### src/rtl/flirq_pkg.sv
package flirq_pkg;
   localparam int unsigned FLIRQ_MAX_LINKS = 8;
   localparam int unsigned FLIRQ_BUS_W     = 32;
   localparam int unsigned FLIRQ_TX_BASE   = 8;
   localparam int unsigned FLIRQ_FLAGS_W   = 2 * FLIRQ_MAX_LINKS;
endpackage

### src/rtl/flirq_lane.sv
module flirq_lane #(
   parameter int unsigned DEPTH = 16,
   parameter int unsigned CNT_W = 5
) (
   input  logic             clk,
   input  logic             rst,
   input  logic [CNT_W-1:0] level,
   input  logic             clr,
   output logic             flag,
   output logic             req
);
   localparam int unsigned PTR_W = $clog2(DEPTH);

   logic hf;
   logic hf_q;
   logic rise;
   logic unused_lvl;

   assign unused_lvl = ^level;

   // count width chooses how the half-full test is decoded
   generate
      if (CNT_W == PTR_W + 1) begin : g_full_count
         assign hf = |level[CNT_W-1 -: 2];
      end else begin : g_wrap_count
         assign hf = level[CNT_W-1];
      end
   endgenerate

   assign rise = hf & ~hf_q;
   assign req  = rise & ~flag;

   always_ff @(posedge clk) begin
      if (rst) begin
         hf_q <= 1'b0;
         flag <= 1'b0;
      end else begin
         hf_q <= hf;
         if (rise)
            flag <= 1'b1;
         else if (clr)
            flag <= 1'b0;
      end
   end

   // a threshold crossing leaves the flag set, clear or not
   assert_rise_sets_R5: assert property (@(posedge clk) disable iff (rst)
      (hf && !hf_q) |=> flag);
   assert_flag_holds_R4: assert property (@(posedge clk) disable iff (rst)
      (flag && !clr) |=> flag);
   assert_clear_works_R4: assert property (@(posedge clk) disable iff (rst)
      (flag && clr && !(hf && !hf_q)) |=> !flag);
endmodule

### src/rtl/flirq_group.sv
module flirq_group #(
   parameter int unsigned NUM   = 8,
   parameter int unsigned DEPTH = 16,
   parameter int unsigned CNT_W = 5
) (
   input  logic                 clk,
   input  logic                 rst,
   input  logic [NUM*CNT_W-1:0] levels,
   input  logic [NUM-1:0]       clr,
   output logic [NUM-1:0]       flags,
   output logic                 irq
);
   logic [NUM-1:0] req;

   generate
      for (genvar i = 0; i < NUM; i++) begin : g_lane
         flirq_lane #(.DEPTH(DEPTH), .CNT_W(CNT_W)) u_lane (
            .clk   (clk),
            .rst   (rst),
            .level (levels[i*CNT_W +: CNT_W]),
            .clr   (clr[i]),
            .flag  (flags[i]),
            .req   (req[i])
         );
      end
   endgenerate

   always_ff @(posedge clk) begin
      if (rst)
         irq <= 1'b0;
      else
         irq <= |req;
   end

   // every pulse coincides with at least one newly set flag
   assert_pulse_marks_flag_R6: assert property (@(posedge clk) disable iff (rst)
      irq |-> ((flags & ~$past(flags)) != '0));
   // with every flag already set the line stays quiet
   assert_quiet_when_set_R7: assert property (@(posedge clk) disable iff (rst)
      (&flags) |=> !irq);
endmodule

### src/rtl/fifo_level_irq_agg.sv
module fifo_level_irq_agg
   import flirq_pkg::*;
#(
   parameter int unsigned NUM_RX         = 8,
   parameter int unsigned NUM_TX         = 8,
   parameter int unsigned DEPTH          = 16,
   parameter bit          COUNT_HAS_FULL = 1'b1,
   localparam int unsigned PTR_W         = $clog2(DEPTH),
   localparam int unsigned CNT_W         = PTR_W + (COUNT_HAS_FULL ? 1 : 0)
) (
   input  logic                    clk,
   input  logic                    rst,
   input  logic [NUM_RX*CNT_W-1:0] rx_level,
   input  logic [NUM_TX*CNT_W-1:0] tx_level,
   input  logic                    bus_sel,
   input  logic                    bus_we,
   input  logic [FLIRQ_BUS_W-1:0]  bus_wdata,
   output logic [FLIRQ_BUS_W-1:0]  bus_rdata,
   output logic                    irq_rx,
   output logic                    irq_tx
);
   generate
      if (NUM_RX < 1 || NUM_RX > FLIRQ_MAX_LINKS) begin : g_bad_rx
         $error("NUM_RX must lie in 1..8");
      end
      if (NUM_TX < 1 || NUM_TX > FLIRQ_MAX_LINKS) begin : g_bad_tx
         $error("NUM_TX must lie in 1..8");
      end
      if (DEPTH < 2 || (DEPTH & (DEPTH - 1)) != 0) begin : g_bad_depth
         $error("DEPTH must be a power of two of at least 2");
      end
   endgenerate

   logic [FLIRQ_FLAGS_W-1:0] clr_mask;
   logic [NUM_RX-1:0]        rx_flags;
   logic [NUM_TX-1:0]        tx_flags;
   logic [FLIRQ_BUS_W-1:0]   status;
   logic                     unused_wdata;

   assign clr_mask     = (bus_sel && bus_we) ? bus_wdata[FLIRQ_FLAGS_W-1:0] : '0;
   assign unused_wdata = ^{bus_wdata[FLIRQ_BUS_W-1:FLIRQ_FLAGS_W], clr_mask};

   flirq_group #(.NUM(NUM_RX), .DEPTH(DEPTH), .CNT_W(CNT_W)) u_rx (
      .clk    (clk),
      .rst    (rst),
      .levels (rx_level),
      .clr    (clr_mask[NUM_RX-1:0]),
      .flags  (rx_flags),
      .irq    (irq_rx)
   );

   flirq_group #(.NUM(NUM_TX), .DEPTH(DEPTH), .CNT_W(CNT_W)) u_tx (
      .clk    (clk),
      .rst    (rst),
      .levels (tx_level),
      .clr    (clr_mask[FLIRQ_TX_BASE +: NUM_TX]),
      .flags  (tx_flags),
      .irq    (irq_tx)
   );

   always_comb begin
      status = '0;
      status[NUM_RX-1:0]              = rx_flags;
      status[FLIRQ_TX_BASE +: NUM_TX] = tx_flags;
   end

   assign bus_rdata = bus_sel ? status : '0;

   // outside a selected access the bus returns zero
   assert_idle_read_R3: assert property (@(posedge clk) disable iff (rst)
      !bus_sel |-> (bus_rdata == '0));
   // the cycle after reset carries no pulse
   assert_reset_quiet_R9: assert property (@(posedge clk)
      $past(rst) |-> (!irq_rx && !irq_tx));
endmodule

### config.mk
export PLATFORM = sky130hd
export DESIGN_NAME = fifo_level_irq_agg
export DESIGN_NICKNAME = d
export VERILOG_FILES = /design/src/rtl/flirq_pkg.sv /design/src/rtl/flirq_lane.sv /design/src/rtl/flirq_group.sv /design/src/rtl/fifo_level_irq_agg.sv
export SDC_FILE = /design/constraint.sdc
export NUM_CORES = 1
export LEC_CHECK = 0
export BUFFER_PORTS_ARGS = -buffer_cell sky130_fd_sc_hd__buf_2
export CORE_MARGIN = 2
export CORE_UTILIZATION = 38
export DETAILED_ROUTE_END_ITERATION = 8
export PLACE_DENSITY_LB_ADDON = 0.05
export SETUP_SLACK_MARGIN = 0.1
export SLEW_MARGIN = 20
export SYNTH_ARGS = -nofsm -noshare
export SYNTH_HDL_FRONTEND = slang
export SYNTH_SLANG_ARGS = --single-unit
### constraint.sdc
create_clock -name clk -period 2.8 [get_ports clk]
set_input_delay 0.56 -clock clk [delete_from_list [all_inputs] [get_ports clk]]
set_output_delay 0.56 -clock clk [all_outputs]
set_load 0.05 [all_outputs]
==> results of run 1 <==
-- worst min path at each step --
stage                               startpoint  cells past startpoint  slack (ps)                         end
CTS                 u_tx.g_lane[7].u_lane.flag                      2         470  u_tx.g_lane[7].u_lane.flag
finish              u_tx.g_lane[7].u_lane.flag                      2         470  u_tx.g_lane[7].u_lane.flag
floorplan           u_rx.g_lane[3].u_lane.flag                      2         440  u_rx.g_lane[3].u_lane.flag
global route        u_tx.g_lane[6].u_lane.flag                      2         500  u_tx.g_lane[6].u_lane.flag
detailed placement  u_tx.g_lane[7].u_lane.flag                      2         460  u_tx.g_lane[7].u_lane.flag
global placement    u_tx.g_lane[4].u_lane.flag                      2         460  u_tx.g_lane[4].u_lane.flag
-- through the flow --
step | hold WS, ps | total power, uW | instance area (um^2)
after floorplan | 445 | 750 | 1550
after global placement | 457 | 805 | 1790
after detailed placement | 460 | 806 | 1790
after CTS | 469 | 1130 | 1870
after global routing | 498 | 1190 | 1870
final | 466 | 1120 | 1870
-- kinds of logic after synthesis --
logic type | share of synthesized area
other | 0.00251
buffers and inverters | 0.110
AOI/OAI and AO/OA | 0.190
and+or+nand+nor | 0.242
DFF | 0.456
-- flip-flops by register name (all words and copies together), names as in the netlist --
name and flops:
u_tx.g_lane.u_lane.hf_q 8, u_rx.g_lane.u_lane.hf_q 8, u_tx.irq 1, u_rx.g_lane.u_lane.flag 8, u_tx.g_lane.u_lane.flag 8, u_rx.irq 1
-- cell usage in the layout, fill, tap and decap left out, types with 4 or more instances in the layout --
cell / synthesis / final
dfxtp_1: 34 / 34
a21oi_1: 12 / 12
buf_2: 4 / 69
nor2_1: 36 / 36
o21bai_2: 4 / 4
conb_1: 1 / 16
a2bb2oi_1: 4 / 4
o21bai_1: 8 / 8
nand2_1: 12 / 12
and2_1: 16 / 16
clkbuf_8: 0 / 5
nand3_1: 16 / 16
o22ai_1: 4 / 4
o32ai_1: 4 / 4
-- area by class of cell --
cell class / count / area share
sequential: 34 / 0.364
clock buffer: 7 / 0.0408
tap: 48 / 0.0321
multi-input combinational: 134 / 0.376
inverter: 1 / 0.00201
timing repair buffer: 69 / 0.185
-- where the power goes --
part | switching, uW | internal, uW
sequential | 17.8 | 522
clock | 155 | 171
combinational | 174 | 80.3
-- worst max-delay path: stages --
cell and delay [ps]:
buf_2 390, and2_1 200, buf_2 260
-- synth_stat cells --
cell type,instances
nand3_1,16
and2_1,16
nor2_1,36
clkbuf_2,1
dfxtp_1,34
inv_1,1
nand2_1,12
o32ai_1,4
a2bb2oi_1,4
o41a_1,2
conb_1,1
a21oi_1,12
o22ai_1,4
o21bai_2,4
buf_4,16
o21bai_1,8
buf_2,4
clkbuf_1,4
-- per-layer routing --
layer  global-route usage  up-vias  wire (um)
li1                     -      700          -
met1                0.209      558       1580
met2                0.228       62       1310
met3               0.0693        4        333
met4               0.0536        0         23
met5                    0        -          0
==> summary.md, run 1 <==
| Metric | Value |
|---|---|
| R2r worst-path depth | 3 |
| H-tree depth reported by CTS | 2 |
| Finished Layout Cells | 293 |
| Status | finished clean |
| Clock sinks | 34 |
| Total die area | 4440 um^2 |
| Number of nets at the end of the flow | 361 |
| Critical path class | input port to output pin |
| Capturing element of the worst setup path | bus_rdata[13] |
| Count of buffers from port buffering | around 70 |
| Vias per inst | 4.52 |
| Setup repair after global routing missed its margin | no |
| Synthesized area per cell | 8.33 um^2 |
| Multi-input logic area | 703 um^2 |
| Post-Route WL | 3250 um |
| Clock slew at reported path FFs | 60 ps |
| Top-area cell type share of the netlist area | 0.456 |
| Violation count after the first detailed-route iteration | 57 |
| Cell taking the most area after synthesis | dfxtp_1 |
| Arrival @ worst endpoint | 1420 ps |
| Maximum fanout along the worst path | 32 |
| Seq. cell area | 681 um^2 |
| Number of vias after detailed routing | 1324 |
| Post-route clock period utilization | 0.708 |
| Most area-consuming cells after synthesis | dfxtp_1, nor2_1, buf_4 |
| DRC viols | 0 |
| Largest net degree at the start of global routing | 34 |
| Post-synthesis cell type count | 18 |
| Via count of the first global-routing pass | between 1000 and 1500 |
| Overflow left after global routing | 0 |
| Sequential area share after synthesis | 0.456 |
| Post-synthesis instance area | 1490 um^2 |
| Worst Tran Pin Value | 590 ps |
| Reg-to-reg critical path startpoint | u_tx.g_lane[7].u_lane.hf_q |
| Final TNS setup | 0 ps |
| WL per Instance | 11.1 um |
| Max Transition Viols Final | 0 |
| Root buffer selected by CTS | clkbuf_8 |
| Final worst setup slack | 818 ps |
| Share of the core filled with cells in the final layout | 0.503 |
| Die width | 66.7 um |
| Number of top-level design ports | 150 |
| Global-route wire length before repair | 5160 um |
| Endpoint of the most critical register-to-register path | u_tx.irq |
| Count of synthesis-stage warnings from yosys | 0 |
| Normalized max-slew margin | 0.607 |
| Number of detailed-routing iterations run before antenna repair | 4 |
| Worst Clk Skew | about 4.6 ps |
| Cell row count | 22 |
| Starting density of the core | 0.401 |
| Maximum vdd drop | roughly 0.27 mV |
| Kind of launch point of the worst setup path | input port |
| Buffer depth of the longest clock path | 2 |
| Overall fraction of global-route tracks in use | 0.158 |
| Worst setup slack for register-to-register paths | 1740 ps |
| Standard cell core area | approximately 3700 um^2 |
| Initial antenna violation count | 0 |
| Final weighted congestion in routability-driven placement | around 0.72 |
| Peak Freq | 504 MHz |
| Diodes inserted | 0 |
| Growth of design area from synthesis to finish | 25.3% |
| Post-place setup slack | 820 ps |
| Crit. Startpoint | bus_sel |
| Final setup violation count | 0 |
| Skew-Pair Late Insertion Delay | 280 ps |
| Number of buffers added by the clock tree synthesis step | 5 |
| Kind of capture point of the worst setup path | output pin |
| Routed Antenna Nets | 0 |
| Number of buffers added to fix hold violations after cts | 0 |
| Number of instances in the synthesized netlist | 179 |
| Flop and latch count out of synthesis | 34 |
| Number of inserted filler cells in the final layout | 388 |
| Share of layout cells above drive strength 1 | 0.318 |
| Path category of the worst min-delay check | flop to flop |
| Height of the die | about 67 um |
| Max-Cap Viols | 0 |
| Required time at the endpoint of the critical path | ~2200 ps |
| Shortest period the worst path allows | 1980 ps |
| Clock tree from TritonCTS | done |
| DP Cell Count | 286 |
| Final Hold Viols | 0 |
| Quantity of gates resized following cts | 0 |
| Ratio of total power to cell area | 599 nW/um^2 |
| Leak pwr | roughly 0.00091 uW |
| Number of post-CTS setup repair buffers | 0 |
No activity file was read; power rests on OpenSTA's default activity.
==> run 2, diff against run 1 <==
ABC_AREA = 1   (was unset)
CORE_UTILIZATION = 35   (was 38)
clock period = 1.7 ns   (was 2.8 ns; I/O delays follow)
==> summary.md, run 2 <==
| Metric | Value |
|---|---|
| Arrival @ worst endpoint | around 1000 ps |
| Kind of launch point of the worst setup path | input port |
| Total chip power | 1920 uW |
| Multiplexer share of the synthesized area | 0 |
| Sw power | between 600 and 700 uW |
| Starting density of the core | 0.362 |
| Overall fraction of global-route tracks in use | 0.130 |
| Number of instances in the synthesized netlist | 274 |
| Commonest register cell after synthesis | dfxtp_1 |
| Buffer depth of the longest clock path | 2 |
| Die width | between 70 and 80 um |
| Share of the synthesized netlist area taken by xor and xnor gates | 0 |
| Final weighted congestion in routability-driven placement | approximately 0.7 |
| Status | finished clean |
| Initial antenna violation count | 0 |
| Cell row count | 26 |
| Adder and majority gate portion of the synthesized area | 0 |
| Routed Antenna Nets | 0 |
| DRC viols | 0 |
| Flop and latch count out of synthesis | 34 |
| Post-Route WL | around 3700 um |
| Max-Cap Viols | 0 |
| Clock tree from TritonCTS | done |
| Growth of design area from synthesis to finish | 21.9% |
| Cell Chain, Critical Path | buf_2, buf_12, nand2_1, inv_1, buf_2 |
| H-tree depth reported by CTS | 2 |
| Crit-path slowest cell | buf_2 |
| Most used cell, CP | buf_2 |
| Maximum vdd drop | 0.506 mV |
| Gr busiest metal | met2 |
| Top-area cell type share of the netlist area | 0.371 |
| Leak pwr | 0.00139 uW |
| Ratio of total power to cell area | around 860 nW/um^2 |
| Hpwl dp | 2680 um |
| Clock sinks | 34 |
| Main combinational cell family by area after synthesis | simple AND/OR/NAND/NOR gates |
| Number of buffers added by the clock tree synthesis step | 5 |
| Share of layout cells above drive strength 1 | 0.257 |
| Violation count after the first detailed-route iteration | 29 |
| Met2 GRT Util | 0.207 |
| Most area-consuming cells after synthesis | dfxtp_1, inv_1, nand2_1 |
| GRT met3 Usage | 0.0509 |
| Critical path class | input port to output pin |
| Quantity of gates resized following cts | 0 |
| Post-synthesis instance area | between 1500 and 2000 um^2 |
| Post-synthesis cell type count | 14 |
| Net switching fraction of the power | 0.331 |
| Number of top-level design ports | 150 |
| Required time at the endpoint of the critical path | around 1400 ps |
| Skew-Pair Late Insertion Delay | 280 ps |
| Path category of the worst min-delay check | input port to flop |
| Vias per inst | 3.95 |
| Max Transition Viols Final | 0 |
| Count of synthesis-stage warnings from yosys | 0 |
| Height of the die | 76.4 um |
| Root buffer selected by CTS | clkbuf_8 |
| Standard cell core area | 5070 um^2 |
| Number of detailed-routing iterations run before antenna repair | 4 |
| Number of post-CTS setup repair buffers | 0 |
| Global-route wire length before repair | 5980 um |
| Share of synthesized flip-flops with an asynchronous set or reset | 0 |
| Met1 Resource Use GR | 0.156 |
| Via count of the first global-routing pass | 1428 |
| Number of inserted filler cells in the final layout | 568 |
| Sequential Power Share | 0.462 |
| Shortest period the worst path allows | 1370 ps |
| Synthesized-area fraction occupied by ao, oa, aoi and oai cells | 0.101 |
| Number of nets at the end of the flow | 458 |
| Total die area | between 5000 and 6000 um^2 |
| Cell taking the most area after synthesis | dfxtp_1 |
| WL per Instance | 9.02 um |
| Commonest non-fill, non-tap cells in the layout | nand2_1, inv_1, buf_2 |
| Count of buffers from port buffering | 69 |
| Synthesized area per cell | 6.70 um^2 |
| Int Pwr | between 1000 and 1500 uW |
| Setup repair after global routing missed its margin | no |
| Number of vias after detailed routing | approximately 1600 |
| Clock slew at reported path FFs | 60 ps |
| Number of synthesized flops with an enable pin | 0 |
| Largest net degree at the start of global routing | 35 |
| Worst Clk Skew | between 3 and 4 ps |
| Synth cell count leaders | inv_1, nand2_1, dfxtp_1 |
| Post-route clock period utilization | 0.805 |
| Synthesized-area fraction occupied by and/or/nand/nor cells | 0.275 |
| Highest cell delay on the worst timing path | 250 ps |
| Final setup violation count | 0 |
| Clk pwr share | 0.289 |
| Peak Freq | 730 MHz |
| Number of buffers added to fix hold violations after cts | 0 |
| Maximum fanout along the worst path | 32 |
| Power share of the combinational group | 0.249 |
| Final TNS setup | 0 ps |
| Overflow left after global routing | 0 |
| Sequential area share after synthesis | 0.371 |
| Final Hold Viols | 0 |
| Diodes inserted | 0 |
| Kind of capture point of the worst setup path | output pin |
## run 2: cell count changes after synthesis, moves of 8 or more
cell / before / now
inv_1: 1 / 72
nand2_1: 12 / 72
nor2_1: 36 / 4
a21oi_1: 12 / 30
and2_1: 16 / 0
nand3_2: 0 / 8
nand3b_1: 0 / 8
o21bai_1: 8 / 0
## run 2: stage by stage
stage	std cells	util	hold WS [ps]	setup WS (ps)	cell area (um^2)
global route	412	0.441	306	272	2240
floorplan	289	-	447	495	1890
finish	412	0.441	305	331	2240
detailed placement	405	0.426	467	330	2160
global placement	405	0.426	470	323	2160
CTS	412	0.441	296	324	2240
## run 2: area by class of cell
class	count	area [um^2]	share of cell area
Clock buffer	7	76.3	0.0341
Sequential cell	34	681	0.304
Multi-Input combinational cell	158	751	0.335
Tap cell	70	87.6	0.0391
Timing Repair Buffer	71	373	0.167
Inverter	72	270	0.121
## run 2: per-layer routing
metal / share of wire / vias to the layer above
li1: - / 909
met5: 0 / -
met1: 0.49 / 667
met3: 0.066 / 4
met2: 0.43 / 49
met4: 0.013 / 0
## run 2: power groups by stage
stage                     registers [uW]  logic, uW  clock network (uW)
after floorplan                      910        389                   0
after global placement               905        484                   0
after detailed placement             904        486                   0
after CTS                            887        487                 580
after global routing                 895        532                 607
final                                887        479                 556
## run 2: worst max-delay path: cells and delay by family
kind / cells / cell delay [ps]
buffers and inverters: 4 / 600
AND/OR/NAND/NOR: 1 / 90
## run 2: path summary, 6_finish.rpt
kind                                            startpoint                    endpoint  slack [ps]  cells past startpoint
worst max-delay path                               bus_sel               bus_rdata[10]         330                      5
worst min-delay path                          tx_level[19]  u_tx.g_lane[3].u_lane.hf_q         310                      3
worst max register to register  u_tx.g_lane[4].u_lane.flag                    u_tx.irq         830                      5
worst min register to register  u_tx.g_lane[0].u_lane.flag  u_tx.g_lane[0].u_lane.flag         470                      2
## run 2: cells by family after synthesis
logic type      after synthesis
other cells                   1
buf+inv                      97
compound gates               34
flops                        34
simple gates                108
